--- config.mk ---
export PLATFORM = sky130hd
export DESIGN_NAME = spi_regif
export DESIGN_NICKNAME = d
export VERILOG_FILES = /design/src/rtl/spi_regif_pkg.sv /design/src/rtl/spi_regif_engine.sv /design/src/rtl/spi_regif_regs.sv /design/src/rtl/spi_regif.sv
export SDC_FILE = /design/constraint.sdc
export NUM_CORES = 1
export LEC_CHECK = 0
export ABC_AREA = 1
export BUFFER_PORTS_ARGS = -buffer_cell sky130_fd_sc_hd__buf_2
export CORE_UTILIZATION = 55
export DETAILED_ROUTE_END_ITERATION = 8
export GPL_ROUTABILITY_DRIVEN = 0
export PLACE_DENSITY = 0.75
export RECOVER_POWER = 50
export SLEW_MARGIN = 20
export SYNTH_ARGS = -nofsm -noshare
export SYNTH_HDL_FRONTEND = slang
export SYNTH_SLANG_ARGS = --single-unit
export TNS_END_PERCENT = 10
--- constraint.sdc ---
create_clock -name clk -period 2.2 [get_ports clk]
set_clock_uncertainty 0.05 [all_clocks]
set_input_delay 0.11 -clock clk [delete_from_list [all_inputs] [get_ports clk]]
set_output_delay 0.11 -clock clk [all_outputs]
set_load 0.005 [all_outputs]
--- src/rtl/spi_regif_pkg.sv ---
package spi_regif_pkg;

  localparam int BYTE_W  = 8;
  localparam int LANES   = 2;
  localparam int WORD_W  = BYTE_W * LANES;
  localparam int DIV_W   = 7;
  localparam int EDGE_W  = $clog2(2 * WORD_W + 1);

  // control register field positions
  localparam int CTL_EN      = 0;
  localparam int CTL_WIDE    = 2;
  localparam int CTL_RXIE    = 5;
  localparam int CTL_DNIE    = 6;
  localparam int CTL_CPHA    = 7;
  localparam int CTL_CPOL    = 8;
  localparam int CTL_DIV_LSB = 9;

  // status register bit positions
  localparam int ST_BUSY = 0;
  localparam int ST_RXF  = 1;

  // halfword register index (byte offset / 2)
  localparam int IDX_DATA = 0;
  localparam int IDX_CTRL = 1;
  localparam int IDX_STAT = 2;

  typedef enum logic [1:0] {
    ENG_IDLE  = 2'd0,
    ENG_SHIFT = 2'd1,
    ENG_HOLD  = 2'd2
  } eng_state_e;

  function automatic logic [WORD_W-1:0] merge_lanes(
    input logic [WORD_W-1:0] old_v,
    input logic [WORD_W-1:0] new_v,
    input logic [LANES-1:0]  be
  );
    logic [WORD_W-1:0] r;
    r = old_v;
    for (int i = 0; i < LANES; i++) begin
      if (be[i]) r[i*BYTE_W +: BYTE_W] = new_v[i*BYTE_W +: BYTE_W];
    end
    return r;
  endfunction

endpackage

--- src/rtl/spi_regif_engine.sv ---
module spi_regif_engine
  import spi_regif_pkg::*;
(
  input  logic              clk,
  input  logic              rst,
  input  logic              start,
  input  logic [WORD_W-1:0] tx_word,
  input  logic              wide,
  input  logic              cpha,
  input  logic              cpol_idle,
  input  logic [DIV_W-1:0]  div,
  input  logic              miso,
  output logic              busy,
  output logic              done,
  output logic [WORD_W-1:0] rx_word,
  output logic              sck,
  output logic              mosi,
  output logic              cs_n
);

  eng_state_e        state;
  logic [DIV_W-1:0]  div_cnt;
  logic [DIV_W-1:0]  div_l;
  logic [EDGE_W-1:0] edges;
  logic              wide_l;
  logic              cpha_l;
  logic [WORD_W-1:0] tx_sr;
  logic [WORD_W-1:0] rx_sr;

  logic              tick;
  logic              sample_now;
  logic [EDGE_W-1:0] last_edge;

  assign tick       = (div_cnt == div_l);
  // an even count of finished edges means the next edge leads its bit
  assign sample_now = (~edges[0]) ^ cpha_l;
  assign last_edge  = wide_l ? EDGE_W'(2 * WORD_W) : EDGE_W'(2 * BYTE_W);

  assign busy    = (state != ENG_IDLE);
  assign done    = (state == ENG_HOLD) && tick;
  assign mosi    = tx_sr[WORD_W-1];
  assign rx_word = wide_l ? rx_sr : {{(WORD_W-BYTE_W){1'b0}}, rx_sr[BYTE_W-1:0]};

  always_ff @(posedge clk) begin
    if (rst) begin
      state   <= ENG_IDLE;
      div_cnt <= '0;
      div_l   <= '0;
      edges   <= '0;
      wide_l  <= 1'b0;
      cpha_l  <= 1'b0;
      tx_sr   <= '0;
      rx_sr   <= '0;
      sck     <= 1'b0;
      cs_n    <= 1'b1;
    end else begin
      case (state)
        ENG_IDLE: begin
          sck  <= cpol_idle;
          cs_n <= 1'b1;
          if (start) begin
            state   <= ENG_SHIFT;
            cs_n    <= 1'b0;
            div_cnt <= '0;
            edges   <= '0;
            div_l   <= div;
            wide_l  <= wide;
            cpha_l  <= cpha;
            rx_sr   <= '0;
            tx_sr   <= wide ? tx_word : {tx_word[BYTE_W-1:0], {(WORD_W-BYTE_W){1'b0}}};
          end
        end
        ENG_SHIFT: begin
          if (tick) begin
            div_cnt <= '0;
            sck     <= ~sck;
            edges   <= edges + EDGE_W'(1);
            if (sample_now) begin
              rx_sr <= {rx_sr[WORD_W-2:0], miso};
            end else if (!(cpha_l && (edges == '0))) begin
              tx_sr <= {tx_sr[WORD_W-2:0], 1'b0};
            end
            if ((edges + EDGE_W'(1)) == last_edge) state <= ENG_HOLD;
          end else begin
            div_cnt <= div_cnt + DIV_W'(1);
          end
        end
        ENG_HOLD: begin
          if (tick) begin
            state   <= ENG_IDLE;
            cs_n    <= 1'b1;
            div_cnt <= '0;
            tx_sr   <= '0;
          end else begin
            div_cnt <= div_cnt + DIV_W'(1);
          end
        end
        default: state <= ENG_IDLE;
      endcase
    end
  end

  AST_SCK_REST_LEVEL: assert property (@(posedge clk) disable iff (rst)
    (!busy && $past(!busy)) |-> (sck == $past(cpol_idle)))
    else $error("sck left its idle level outside a transfer");

  AST_CS_HELD_ACTIVE: assert property (@(posedge clk) disable iff (rst)
    (busy && $past(busy)) |-> !cs_n)
    else $error("chip select released inside a transfer");

  AST_EDGE_BUDGET: assert property (@(posedge clk) disable iff (rst)
    busy |-> (edges <= last_edge))
    else $error("more sck edges than the transfer width allows");

  AST_DONE_ENDS_BUSY: assert property (@(posedge clk) disable iff (rst)
    done |=> (!busy && cs_n))
    else $error("busy survived the end of a transfer");

endmodule

--- src/rtl/spi_regif_regs.sv ---
module spi_regif_regs
  import spi_regif_pkg::*;
#(
  parameter int ADDR_W = 12
) (
  input  logic              clk,
  input  logic              rst,
  input  logic [ADDR_W-1:0] bus_addr,
  input  logic [LANES-1:0]  bus_be,
  input  logic              bus_wr,
  input  logic              bus_rd,
  input  logic [WORD_W-1:0] bus_wdata,
  output logic [WORD_W-1:0] bus_rdata,
  input  logic              eng_busy,
  input  logic              eng_done,
  input  logic [WORD_W-1:0] eng_rx,
  output logic              start,
  output logic [WORD_W-1:0] tx_word,
  output logic [WORD_W-1:0] ctrl_q,
  output logic              irq
);

  localparam int IDX_W = ADDR_W - 1;

  logic [WORD_W-1:0] data_q;
  logic              rxf_q;
  logic [IDX_W-1:0]  idx;
  logic              aligned;
  logic              hit_data, hit_ctrl, hit_stat;
  logic [WORD_W-1:0] stat_v;

  assign idx      = bus_addr[ADDR_W-1:1];
  assign aligned  = ~bus_addr[0];
  assign hit_data = aligned && (idx == IDX_W'(IDX_DATA));
  assign hit_ctrl = aligned && (idx == IDX_W'(IDX_CTRL));
  assign hit_stat = aligned && (idx == IDX_W'(IDX_STAT));

  assign stat_v = {{(WORD_W-2){1'b0}}, rxf_q, eng_busy};

  assign tx_word = merge_lanes(data_q, bus_wdata, bus_be);
  assign start   = bus_wr && hit_data && (|bus_be) && ctrl_q[CTL_EN] && !eng_busy;

  // control register
  always_ff @(posedge clk) begin
    if (rst) begin
      ctrl_q <= '0;
    end else if (bus_wr && hit_ctrl) begin
      ctrl_q <= merge_lanes(ctrl_q, bus_wdata, bus_be);
    end
  end

  // shared transmit / receive word
  always_ff @(posedge clk) begin
    if (rst) begin
      data_q <= '0;
    end else if (eng_done) begin
      data_q <= eng_rx;
    end else if (start) begin
      data_q <= tx_word;
    end
  end

  // receive-full flag
  always_ff @(posedge clk) begin
    if (rst) begin
      rxf_q <= 1'b0;
    end else if (eng_done) begin
      rxf_q <= 1'b1;
    end else if (start || (bus_rd && hit_data)) begin
      rxf_q <= 1'b0;
    end
  end

  // registered read port
  always_ff @(posedge clk) begin
    if (rst) begin
      bus_rdata <= '0;
    end else if (bus_rd) begin
      if (hit_data)      bus_rdata <= data_q;
      else if (hit_ctrl) bus_rdata <= ctrl_q;
      else if (hit_stat) bus_rdata <= stat_v;
      else               bus_rdata <= '0;
    end
  end

  // interrupt request
  always_ff @(posedge clk) begin
    if (rst) begin
      irq <= 1'b0;
    end else begin
      irq <= ctrl_q[CTL_EN] &&
             ((!eng_busy && ctrl_q[CTL_DNIE]) || (rxf_q && ctrl_q[CTL_RXIE]));
    end
  end

  AST_DONE_SETS_RXF: assert property (@(posedge clk) disable iff (rst)
    eng_done |=> rxf_q)
    else $error("completion did not raise receive full");

  AST_READ_CLEARS_RXF: assert property (@(posedge clk) disable iff (rst)
    (bus_rd && hit_data && !eng_done) |=> !rxf_q)
    else $error("data read left receive full set");

  AST_BUSY_KEEPS_DATA: assert property (@(posedge clk) disable iff (rst)
    (eng_busy && $past(eng_busy)) |-> $stable(data_q))
    else $error("data register moved during a transfer");

  AST_IRQ_NEEDS_EN: assert property (@(posedge clk) disable iff (rst)
    irq |-> $past(ctrl_q[CTL_EN]))
    else $error("interrupt raised while disabled");

endmodule

--- src/rtl/spi_regif.sv ---
module spi_regif
  import spi_regif_pkg::*;
#(
  parameter int ADDR_W = 12
) (
  input  logic              clk,
  input  logic              rst,
  input  logic [ADDR_W-1:0] bus_addr,
  input  logic [1:0]        bus_be,
  input  logic              bus_wr,
  input  logic              bus_rd,
  input  logic [15:0]       bus_wdata,
  output logic [15:0]       bus_rdata,
  output logic              irq,
  output logic              spi_sck,
  output logic              spi_mosi,
  input  logic              spi_miso,
  output logic              spi_cs_n
);

  logic              start;
  logic [WORD_W-1:0] tx_word;
  logic [WORD_W-1:0] ctrl_q;
  logic              eng_busy;
  logic              eng_done;
  logic [WORD_W-1:0] eng_rx;

  spi_regif_regs #(.ADDR_W(ADDR_W)) u_regs (
    .clk       (clk),
    .rst       (rst),
    .bus_addr  (bus_addr),
    .bus_be    (bus_be),
    .bus_wr    (bus_wr),
    .bus_rd    (bus_rd),
    .bus_wdata (bus_wdata),
    .bus_rdata (bus_rdata),
    .eng_busy  (eng_busy),
    .eng_done  (eng_done),
    .eng_rx    (eng_rx),
    .start     (start),
    .tx_word   (tx_word),
    .ctrl_q    (ctrl_q),
    .irq       (irq)
  );

  spi_regif_engine u_engine (
    .clk       (clk),
    .rst       (rst),
    .start     (start),
    .tx_word   (tx_word),
    .wide      (ctrl_q[CTL_WIDE]),
    .cpha      (ctrl_q[CTL_CPHA]),
    .cpol_idle (ctrl_q[CTL_CPOL]),
    .div       (ctrl_q[CTL_DIV_LSB +: DIV_W]),
    .miso      (spi_miso),
    .busy      (eng_busy),
    .done      (eng_done),
    .rx_word   (eng_rx),
    .sck       (spi_sck),
    .mosi      (spi_mosi),
    .cs_n      (spi_cs_n)
  );

endmodule

==> impl_metrics.csv, run 1 <==
group,metric,value,unit
run_status,outcome,"completed",
logic_synthesis,yosys.cell_types.count,39,
logic_synthesis,yosysMostFrequentCell,"nand2_1",
clock_network,cts_buffer_depth,2,
setup_path,cp-start-kind,"flip-flop",
clock_network,root_buffer,"clkbuf_8",
timing,rsz0062_at_grt,"false",
min_path,hold_class,"in -> reg",
placed_design,dp_hpwl,9.983,mm
final_layout,fin_nets,876,
timing,maxSlewHeadroom,65.12,%
clock_network,path_clk_slew,0.10,ns
timing,min_period_over_period,91.09,%
setup_path,cp_top_family,"simple AND/OR/NAND/NOR gates",
setup_path,crit_path_max_incr_delay,0.36,ns
grt,grt-ovfl-total,0,
logic_synthesis,synthArstFlopShare,0,%
timing,fmax,499.0,MHz
drt,drc,0,
drt,routed_wl,13.70,mm
clock_network,cts_tree,"yes",
logic_synthesis,synthAdderAreaFrac,1.615,%
floorplanning,ioPinCount,55,
logic_synthesis,synth_edf_count,0,
final_layout,drive_above_1_share,10.73,%
setup_path,path_class,"reg -> reg",
drt,routed_via_density,5.439,
power_and_ir_drop,p_leak,2.648,nW
logic_synthesis,synth.avg_cell_area,6.892,µm²
logic_synthesis,synth-compound-area-share,14.14,%
logic_synthesis,ys_warn_count,0,
timing,fin_crit,2.004,ns
grt,grt_pass1_vias,4643,
grt,use_met1,38.25,%
final_layout,antenna_cells,0,
timing,setup_violations,0,
flow_run,cap_violations,0,
drt,vias,5265,
logic_synthesis,ys_ff_latch,108,
clock_network,htreeDepth,3,
logic_synthesis,syn-num-nets,829,
logic_synthesis,yosysTopAreaCellShare,39.86,%
drt,antenna_left,0,
placed_design,io_buffers,54,
setup_path,worstPathRequired,2.46,ns
floorplanning,die_x,101.3,µm
logic_synthesis,syn_area,5424,µm²
setup_path,path_max_fanout,36,
clock_network,cts_made_buffers,9,
grt,grt_start_max_net_pins,64,
drt,wire_per_inst,14.15,µm
logic_synthesis,synth.area.top_cells,"dfxtp_1 40%, nand2_1 14%, nand3_1 5.9%, inv_1 5.7%, nor2_1 5.2%",
timing,fin_tns_setup,0,ns
setup_path,cpMaxStageDelayCell,"nor2_1",
grt,grt_use_met3,3.037,%
logic_synthesis,synth_top_family_by_area,"simple AND/OR/NAND/NOR gates",
drt,dr.pass1.iters,5,
drt,drtIter0Drc,412,
placed_design,dp_cells,941,
clock_network,clk_latency,0.37,ns
grt,grt_pass1_wl,22.27,mm
timing,hold_viol,0,
setup_path,worstPathCellList,"inv_1 > nor3_2 > nand4_1 > buf_12 > nor2_1 > nand2_1 > nand3_1 > nand2_1 > inv_1",
floorplanning,initial_core_util,57.61,%
floorplanning,die_y,101.3,µm
logic_synthesis,syn-instance-count,787,
timing,drv_slew,0,
floorplanning,core_area,9415,µm²
clock_network,numClockSinks,108,
logic_synthesis,synth_common_cells,"200 x nand2_1, 108 x dfxtp_1, 83 x inv_1, 75 x nor2_1, 64 x nand3_1",
grt,grt_use_met2,44.01,%
timing,worst_pin_slew,0.5213,ns
floorplanning,dieArea,10260,µm²
logic_synthesis,synth-main-ff-cell,"dfxtp_1",
logic_synthesis,synth-simple-area-share,31.44,%
power_and_ir_drop,ir_worst_vdd,462.3,µV
power_and_ir_drop,power.density,850.9,nW/µm²
logic_synthesis,synth-xor-area-share,1.292,%
grt,grt_util_all_layers,27.43,%
floorplanning,row_count,35,
grt,busiest_layer,"met2",
final_layout,instances_no_fill,968,
grt,antenna_found_initial,0,
final_layout,area_delta_synth_final,12.00,%
setup_path,worst_ep_arrival_time,2.26,ns
setup_path,cp-end-kind,"flip-flop",
logic_synthesis,synth_top_cell_by_area,"dfxtp_1",
logic_synthesis,seq_area_frac_synth,39.86,%
logic_synthesis,synth_mux_area_share,2.307,%
setup_path,crit_buf_inv,3,
-- power breakdown --
part	switching [W]	total, W	internal, W
Combinational	0.00121	0.00176	0.000551
Sequential	0.0000778	0.00219	0.00211
Clock	0.000688	0.00122	0.000533
-- through the flow --
| stage | hold WS, ns | utilization [%] | area (µm²) | setup WS (ns) | power (W) |
|---|---|---|---|---|---|
| floorplan | 0.2267 | - | 5424 | 0.4903 | 0.003523 |
| global placement | 0.3327 | 61.59 | 5799 | 0.2365 | 0.003866 |
| detailed placement | 0.3351 | 61.59 | 5799 | 0.1024 | 0.003921 |
| CTS | 0.004445 | 64.61 | 6083 | 0.07292 | 0.005129 |
| global route | 0.04038 | 64.52 | 6075 | 0.03242 | 0.005486 |
| finish | 0.004770 | 64.52 | 6075 | 0.1961 | 0.005169 |
-- final timing paths --
kind                            startpoint                             end  slack [ns]  depth (start not counted)
max          u_regs.ctrl_q[0]$_SDFFE_PP0P_   u_regs.data_q[8]$_SDFFE_PP0P_        0.20                          9
min                          bus_wdata[14]  u_regs.ctrl_q[14]$_SDFFE_PP0P_       0.005                          3
max reg2reg  u_regs.ctrl_q[0]$_SDFFE_PP0P_   u_regs.data_q[8]$_SDFFE_PP0P_        0.20                          9
min reg2reg  u_regs.ctrl_q[1]$_SDFFE_PP0P_   u_regs.ctrl_q[1]$_SDFFE_PP0P_        0.42                          2
-- registers in the layout, summed over array words and instances (netlist names) --
name,count
u_engine.rx_sr,16
u_engine.div_l,7
u_engine.tx_sr,16
u_engine.div_cnt,7
u_engine.state,2
u_regs.rxf_q,1
u_engine.cpha_l,1
u_engine.edges,6
u_engine.cs_n,1
u_regs.data_q,16
u_engine.sck,1
u_regs.bus_rdata,16
u_regs.ctrl_q,16
u_regs.irq,1
u_engine.wide_l,1
-- repair_timing --
| item | CTS | global route |
|---|---|---|
| endpoints found under the setup margin | 0 | 23 |
| endpoints found under the hold margin | 9 | 0 |
| gates resized for setup | 0 | 1 |
| buffers inserted | 0 | 2 |
| hold buffers | 9 | 0 |
-- logic make-up after synthesis --
family	count (synthesis)
AOI/OAI and AO/OA	136
xor gates and xnor gates	8
adders and majority gates	7
buffers and inverters	127
DFF	108
muxes	12
and+or+nand+nor	389
-- final cells by class --
| cell class | instances | area [µm²] |
|---|---|---|
| tap | 129 | 161.4 |
| inverter | 86 | 322.8 |
| fill | 840 | 3341 |
| clock inverter | 5 | 62.56 |
| timing repair buffer | 77 | 489.2 |
| multi-input combinational | 552 | 2745 |
| sequential | 108 | 2162 |
| clock buffer | 11 | 131.4 |
-- cells in the final DEF (no fill, tap or decap), types with 5 or more instances in the layout --
master,Yosys,routed
mux2i_1,8,8
o21ai_0,35,35
nand3_1,64,64
nor2_1,75,76
a21oi_1,55,55
nor3_1,13,13
nand4_1,5,5
buf_2,15,43
ha_1,7,7
clkbuf_1,22,13
o22ai_1,9,9
nand3b_1,18,18
buf_4,3,11
dlygate4sd3_1,0,9
a31oi_1,14,14
nand2_1,200,201
dfxtp_1,108,108
clkbuf_8,0,9
o221ai_1,8,8
o21ai_1,9,9
inv_1,83,83
-- worst reg2reg max path, stage by stage, from the launching register on --
cell and delay (ns):
dfxtp_1 0.32, inv_1 0.08, nor3_2 0.30, nand4_1 0.29, buf_12 0.28, nor2_1 0.37
nand2_1 0.10, nand3_1 0.08, nand2_1 0.05, inv_1 0.05
-- per-layer routing --
| layer | routed length, µm | vias to the layer above |
|---|---|---|
| met5 | 0 | - |
| met4 | 344 | 0 |
| met3 | 860 | 29 |
| met2 | 6110 | 196 |
| met1 | 6380 | 2374 |
| li1 | - | 2666 |
No activity file was read; power rests on OpenSTA's default activity.
==> run 2, diff against run 1 <==
--- a/config.mk
+++ b/config.mk
@@ -10,7 +10,7 @@
 export CORE_UTILIZATION = 55
 export DETAILED_ROUTE_END_ITERATION = 8
 export GPL_ROUTABILITY_DRIVEN = 0
-export PLACE_DENSITY = 0.75
+export PLACE_DENSITY_LB_ADDON = 0.3
 export RECOVER_POWER = 50
 export SLEW_MARGIN = 20
 export SYNTH_ARGS = -nofsm -noshare
==> impl_metrics.csv, run 2 (synthesized netlist as in run 1, its figures left out) <==
group,metric,value,unit
run_status,outcome,"completed",
grt,antenna_found_initial,0,
timing,rsz0062_at_grt,"false",
floorplanning,row_count,35,
final_layout,layout_commonest_cell,"nand2_1",
floorplanning,ioPinCount,55,
floorplanning,core_area,9415,µm²
clock_network,numClockSinks,108,
grt,grt_pass1_wl,23.36,mm
clock_network,cts_made_buffers,9,
floorplanning,die_y,101.3,µm
setup_path,cp-startpoint,"u_regs.ctrl_q[0]$_SDFFE_PP0P_",
final_layout,antenna_cells,0,
clock_network,htreeDepth,3,
final_layout,layout_common_cells,"202 x nand2_1, 108 x dfxtp_1, 83 x inv_1, 76 x nor2_1, 64 x nand3_1",
setup_path,cp-end-kind,"flip-flop",
setup_path,worstPathCellList,"inv_1 > nor3_2 > nand3_2 > nand2_1 > nand2_1 > inv_1 > nand2_1 > nand2_1 > nor3b_1",
placed_design,io_buffers,54,
timing,setup_violations,0,
placed_design,dp_cells,945,
timing,min_period_over_period,91.27,%
drt,routed_wl,13.99,mm
setup_path,reg2reg_from,"u_regs.ctrl_q[0]$_SDFFE_PP0P_",
timing,fmax,498.0,MHz
min_path,holdCritStartpoint,"bus_wdata[13]",
placed_design,placed_area,5817,µm²
drt,drc,0,
floorplanning,die_x,101.3,µm
setup_path,cpMaxStageDelayCell,"nor3_2",
timing,drv_slew,0,
clock_network,cts_buffer_depth,2,
power_and_ir_drop,ir_worst_vdd,430.6,µV
timing,worst_pin_slew,0.6005,ns
drt,dr.pass1.iters,5,
grt,grt-ovfl-total,0,
setup_path,path_class,"reg -> reg",
timing,fin_tns_setup,0,ns
clock_network,clk_latency,0.37,ns
final_layout,fin_nets,883,
final_layout,area_delta_synth_final,12.89,%
setup_path,worst_ep_arrival_time,2.25,ns
setup_path,crit_buf_inv,2,
setup_path,path_max_fanout,8,
setup_path,crit_path_max_incr_delay,0.33,ns
min_path,hold_class,"in -> reg",
grt,grt_pass1_vias,4899,
clock_network,path_clk_slew,0.10,ns
placed_design,post-place-ws,0.1149,ns
timing,worst_slack,0.1920,ns
grt,grt_start_max_net_pins,40,
drt,wire_per_inst,14.35,µm
drt,antenna_left,0,
placed_design,dp_hpwl,10.35,mm
flow_run,cap_violations,0,
final_layout,drive_above_1_share,10.52,%
timing,maxSlewHeadroom,59.87,%
setup_path,cp-start-kind,"flip-flop",
drt,routed_via_density,5.463,
clock_network,cts_tree,"yes",
setup_path,crit_top_cell,"nand2_1",
floorplanning,initial_core_util,57.61,%
timing,fin_crit,2.008,ns
drt,drtIter0Drc,327,
setup_path,worstPathRequired,2.44,ns
power_and_ir_drop,power.density,850.8,nW/µm²
setup_path,cp_top_family,"simple AND/OR/NAND/NOR gates",
final_layout,fill_cells,838,
grt,grt_util_all_layers,29.06,%
timing,hold_viol,0,
drt,vias,5326,
floorplanning,dieArea,10260,µm²
final_layout,post-route-util,65.04,%
clock_network,root_buffer,"clkbuf_8",
final_layout,instances_no_fill,975,
power_and_ir_drop,p_leak,2.670,nW
final_layout,design_area,6123,µm²
run 2: cell type report:
class | count | area [µm²] | share of cell area [%]
Tap cell | 129 | 161.4 | 2.636
Clock buffer | 10 | 137.6 | 2.248
Clock inverter | 6 | 72.57 | 1.185
Inverter | 86 | 322.8 | 5.272
Sequential cell | 108 | 2162 | 35.31
Multi-Input combinational cell | 552 | 2743 | 44.79
Timing Repair Buffer | 84 | 524.3 | 8.562
run 2: timing repair:
item                                    CTS  global route
endpoints found under the setup margin    0            16
buffers inserted                          0             2
hold endpoints to repair                 12             0
hold buffers                             12             0
resized for setup                         0             0
run 2: final timing paths:
check / to / slack, ns / cells after the start
worst max-delay path: u_engine.div_cnt[4]$_SDFFE_PP0P_ / 0.19 / 9
worst min-delay path: u_regs.ctrl_q[13]$_SDFFE_PP0P_ / 0.005 / 3
worst max register to register: u_engine.div_cnt[4]$_SDFFE_PP0P_ / 0.19 / 9
worst min register to register: u_regs.ctrl_q[1]$_SDFFE_PP0P_ / 0.41 / 2
run 2: power breakdown:
part / switching, W / internal, W
sequential: 0.0000737 / 0.00211
combinational: 0.00120 / 0.000535
clock: 0.000713 / 0.000570
run 2: per-layer routing:
layer	routed length (µm)	up-vias	GRT usage (%)
met5	0	-	0
met4	392	0	13.15
met3	1031	34	4.762
met2	6325	224	46.00
met1	6245	2387	39.03
li1	-	2681	-
run 2: worst min-delay path: cells and delay by family:
family | cells | cell delay (ns)
buf+inv | 1 | 0.10
compound gates | 2 | 0.19
run 2: through the flow:
stage | total power, W | hold slack, ns
after floorplan | 0.003523 | 0.2267
after detailed placement | 0.003922 | 0.3415
final | 0.005210 | 0.005292
after global routing | 0.005546 | 0.004126
after global placement | 0.003850 | 0.3343
after CTS | 0.005189 | 0.004739
==> run 3, diff against run 2 <==
--- a/config.mk
+++ b/config.mk
@@ -7,7 +7,7 @@
 export LEC_CHECK = 0
 export ABC_AREA = 1
 export BUFFER_PORTS_ARGS = -buffer_cell sky130_fd_sc_hd__buf_2
-export CORE_UTILIZATION = 55
+export CORE_UTILIZATION = 59
 export DETAILED_ROUTE_END_ITERATION = 8
 export GPL_ROUTABILITY_DRIVEN = 0
 export PLACE_DENSITY_LB_ADDON = 0.3
==> impl_metrics.csv, run 3 (synthesized netlist as in run 1, its figures left out) <==
group,metric,value,unit
floorplanning,die_y,97.88,µm
final_layout,design_area,6060,µm²
floorplanning,dieArea,9580,µm²
drt,vias,5374,
drt,antenna_left,0,
floorplanning,row_count,34,
drt,drc,10,
timing,maxSlewHeadroom,56.38,%
clock_network,cts_tree,"yes",
power_and_ir_drop,power.density,845.2,nW/µm²
grt,grt_util_all_layers,29.05,%
run_status,outcome,"finished, violations left",
floorplanning,initial_core_util,61.59,%
setup_path,cp-startpoint,"u_engine.state[0]$_SDFFE_PP0P_",
placed_design,post-place-ws,0.1092,ns
floorplanning,core_area,8806,µm²
placed_design,io_buffers,54,
timing,fin_crit,2.039,ns
clock_network,numClockSinks,108,
floorplanning,ioPinCount,55,
clock_network,cts_made_buffers,9,
clock_network,clk_latency,0.38,ns
drt,wire_per_inst,14.52,µm
timing,drv_slew,0,
timing,fin_tns_setup,0,ns
final_layout,antenna_cells,0,
grt,grt-ovfl-total,0,
clock_network,root_buffer,"clkbuf_8",
final_layout,multi_input_area,2750,µm²
setup_path,path_max_fanout,13,
power_and_ir_drop,total_power,0.005121,W
final_layout,area_delta_synth_final,11.72,%
drt,routed_via_density,5.639,
final_layout,layout_common_cells,"201 x nand2_1, 108 x dfxtp_1, 83 x inv_1, 76 x nor2_1, 64 x nand3_1",
grt,antenna_found_initial,0,
final_layout,drive_above_1_share,11.83,%
timing,rsz0062_at_grt,"false",
timing,worst_pin_slew,0.6527,ns
grt,grt_start_max_net_pins,40,
setup_path,cp-end-kind,"flip-flop",
setup_path,path_class,"reg -> reg",
power_and_ir_drop,ir_worst_vdd,521.6,µV
final_layout,fin_nets,882,
clock_network,cts-resized-gates,0,
timing,setup_violations,0,
power_and_ir_drop,p_leak,2.683,nW
final_layout,post-route-util,68.81,%
final_layout,regArea,2162,µm²
drt,dr.pass1.iters,7,
setup_path,worstPathRequired,2.43,ns
run_status,failed_checks,"DRC",
flow_run,cap_violations,0,
floorplanning,die_x,97.88,µm
clock_network,path_clk_slew,0.11,ns
setup_path,worst_ep_arrival_time,2.27,ns
final_layout,fill_cells,724,
timing,fmax,490.4,MHz
grt,grt_pass1_wl,22.31,mm
placed_design,dp_hpwl,9.945,mm
timing,min_period_over_period,92.69,%
timing,hold_viol,0,
timing,worst_slack,0.1607,ns
drt,drtIter0Drc,357,
min_path,hold_class,"in -> reg",
clock_network,cts_buffer_depth,2,
clock_network,htreeDepth,3,
final_layout,layout_commonest_cell,"nand2_1",
placed_design,placed_area,5763,µm²
min_path,holdCritStartpoint,"bus_wdata[13]",
setup_path,reg2reg_from,"u_engine.state[0]$_SDFFE_PP0P_",
setup_path,cp-start-kind,"flip-flop",
drt,routed_wl,13.84,mm
grt,grt_pass1_vias,4679,
run 3: changes by cell type in the layout (fill, tap and decap cells not counted), sizes merged:
cell and delta:
clkinv -2, buf +11, clkbuf -11, bufinv -1, clkinvlp +2
run 3: final timing paths:
check                               endpoint  slack (ns)  cells past startpoint
min reg2reg    u_regs.ctrl_q[1]$_SDFFE_PP0P_        0.42                      2
max          u_engine.tx_sr[10]$_SDFFE_PP0P_        0.16                      8
max reg2reg  u_engine.tx_sr[10]$_SDFFE_PP0P_        0.16                      8
min           u_regs.ctrl_q[13]$_SDFFE_PP0P_       0.008                      3
run 3: critical path: stages (launching register included):
cell and delay [ns]:
dfxtp_1 0.40, inv_1 0.09, ha_1 0.38, nand2_1 0.43
inv_1 0.16, nand2_1 0.11, o221ai_1 0.13, nor2_1 0.14
nor2_1 0.06
run 3: cell type report:
class | count | area share, %
Inverter | 86 | 5.327
Multi-Input combinational cell | 552 | 45.39
Clock inverter | 5 | 0.6195
Clock buffer | 11 | 2.168
Timing Repair Buffer | 83 | 8.590
Sequential cell | 108 | 35.68
Tap cell | 108 | 2.230
run 3: timing repair:
item	CTS	global route
buffers inserted	0	3
setup endpoints to repair	0	16
hold endpoints to repair	12	0
hold buffers	12	0
run 3: layer usage:
layer	track usage (%)	up-vias	part of all wire, %
li1	-	2677	-
met4	13.87	0	2.5
met3	4.366	27	7.6
met5	0	-	0
met2	45.34	231	45
met1	39.49	2439	45
run 3: per-stage QoR:
stage / cells / hold slack (ns)
after global routing: 953 / 0.01545
after detailed placement: 922 / 0.3424
final: 953 / 0.007652
after floorplan: 787 / 0.2267
after global placement: 922 / 0.3330
after CTS: 950 / 0.009221
run 3: where the power goes:
group | switching [W] | internal, W | leakage, nW
logic | 0.00125 | 0.000561 | 1.73
registers | 0.0000794 | 0.00211 | 0.873
clock network | 0.000697 | 0.000418 | 0.0799
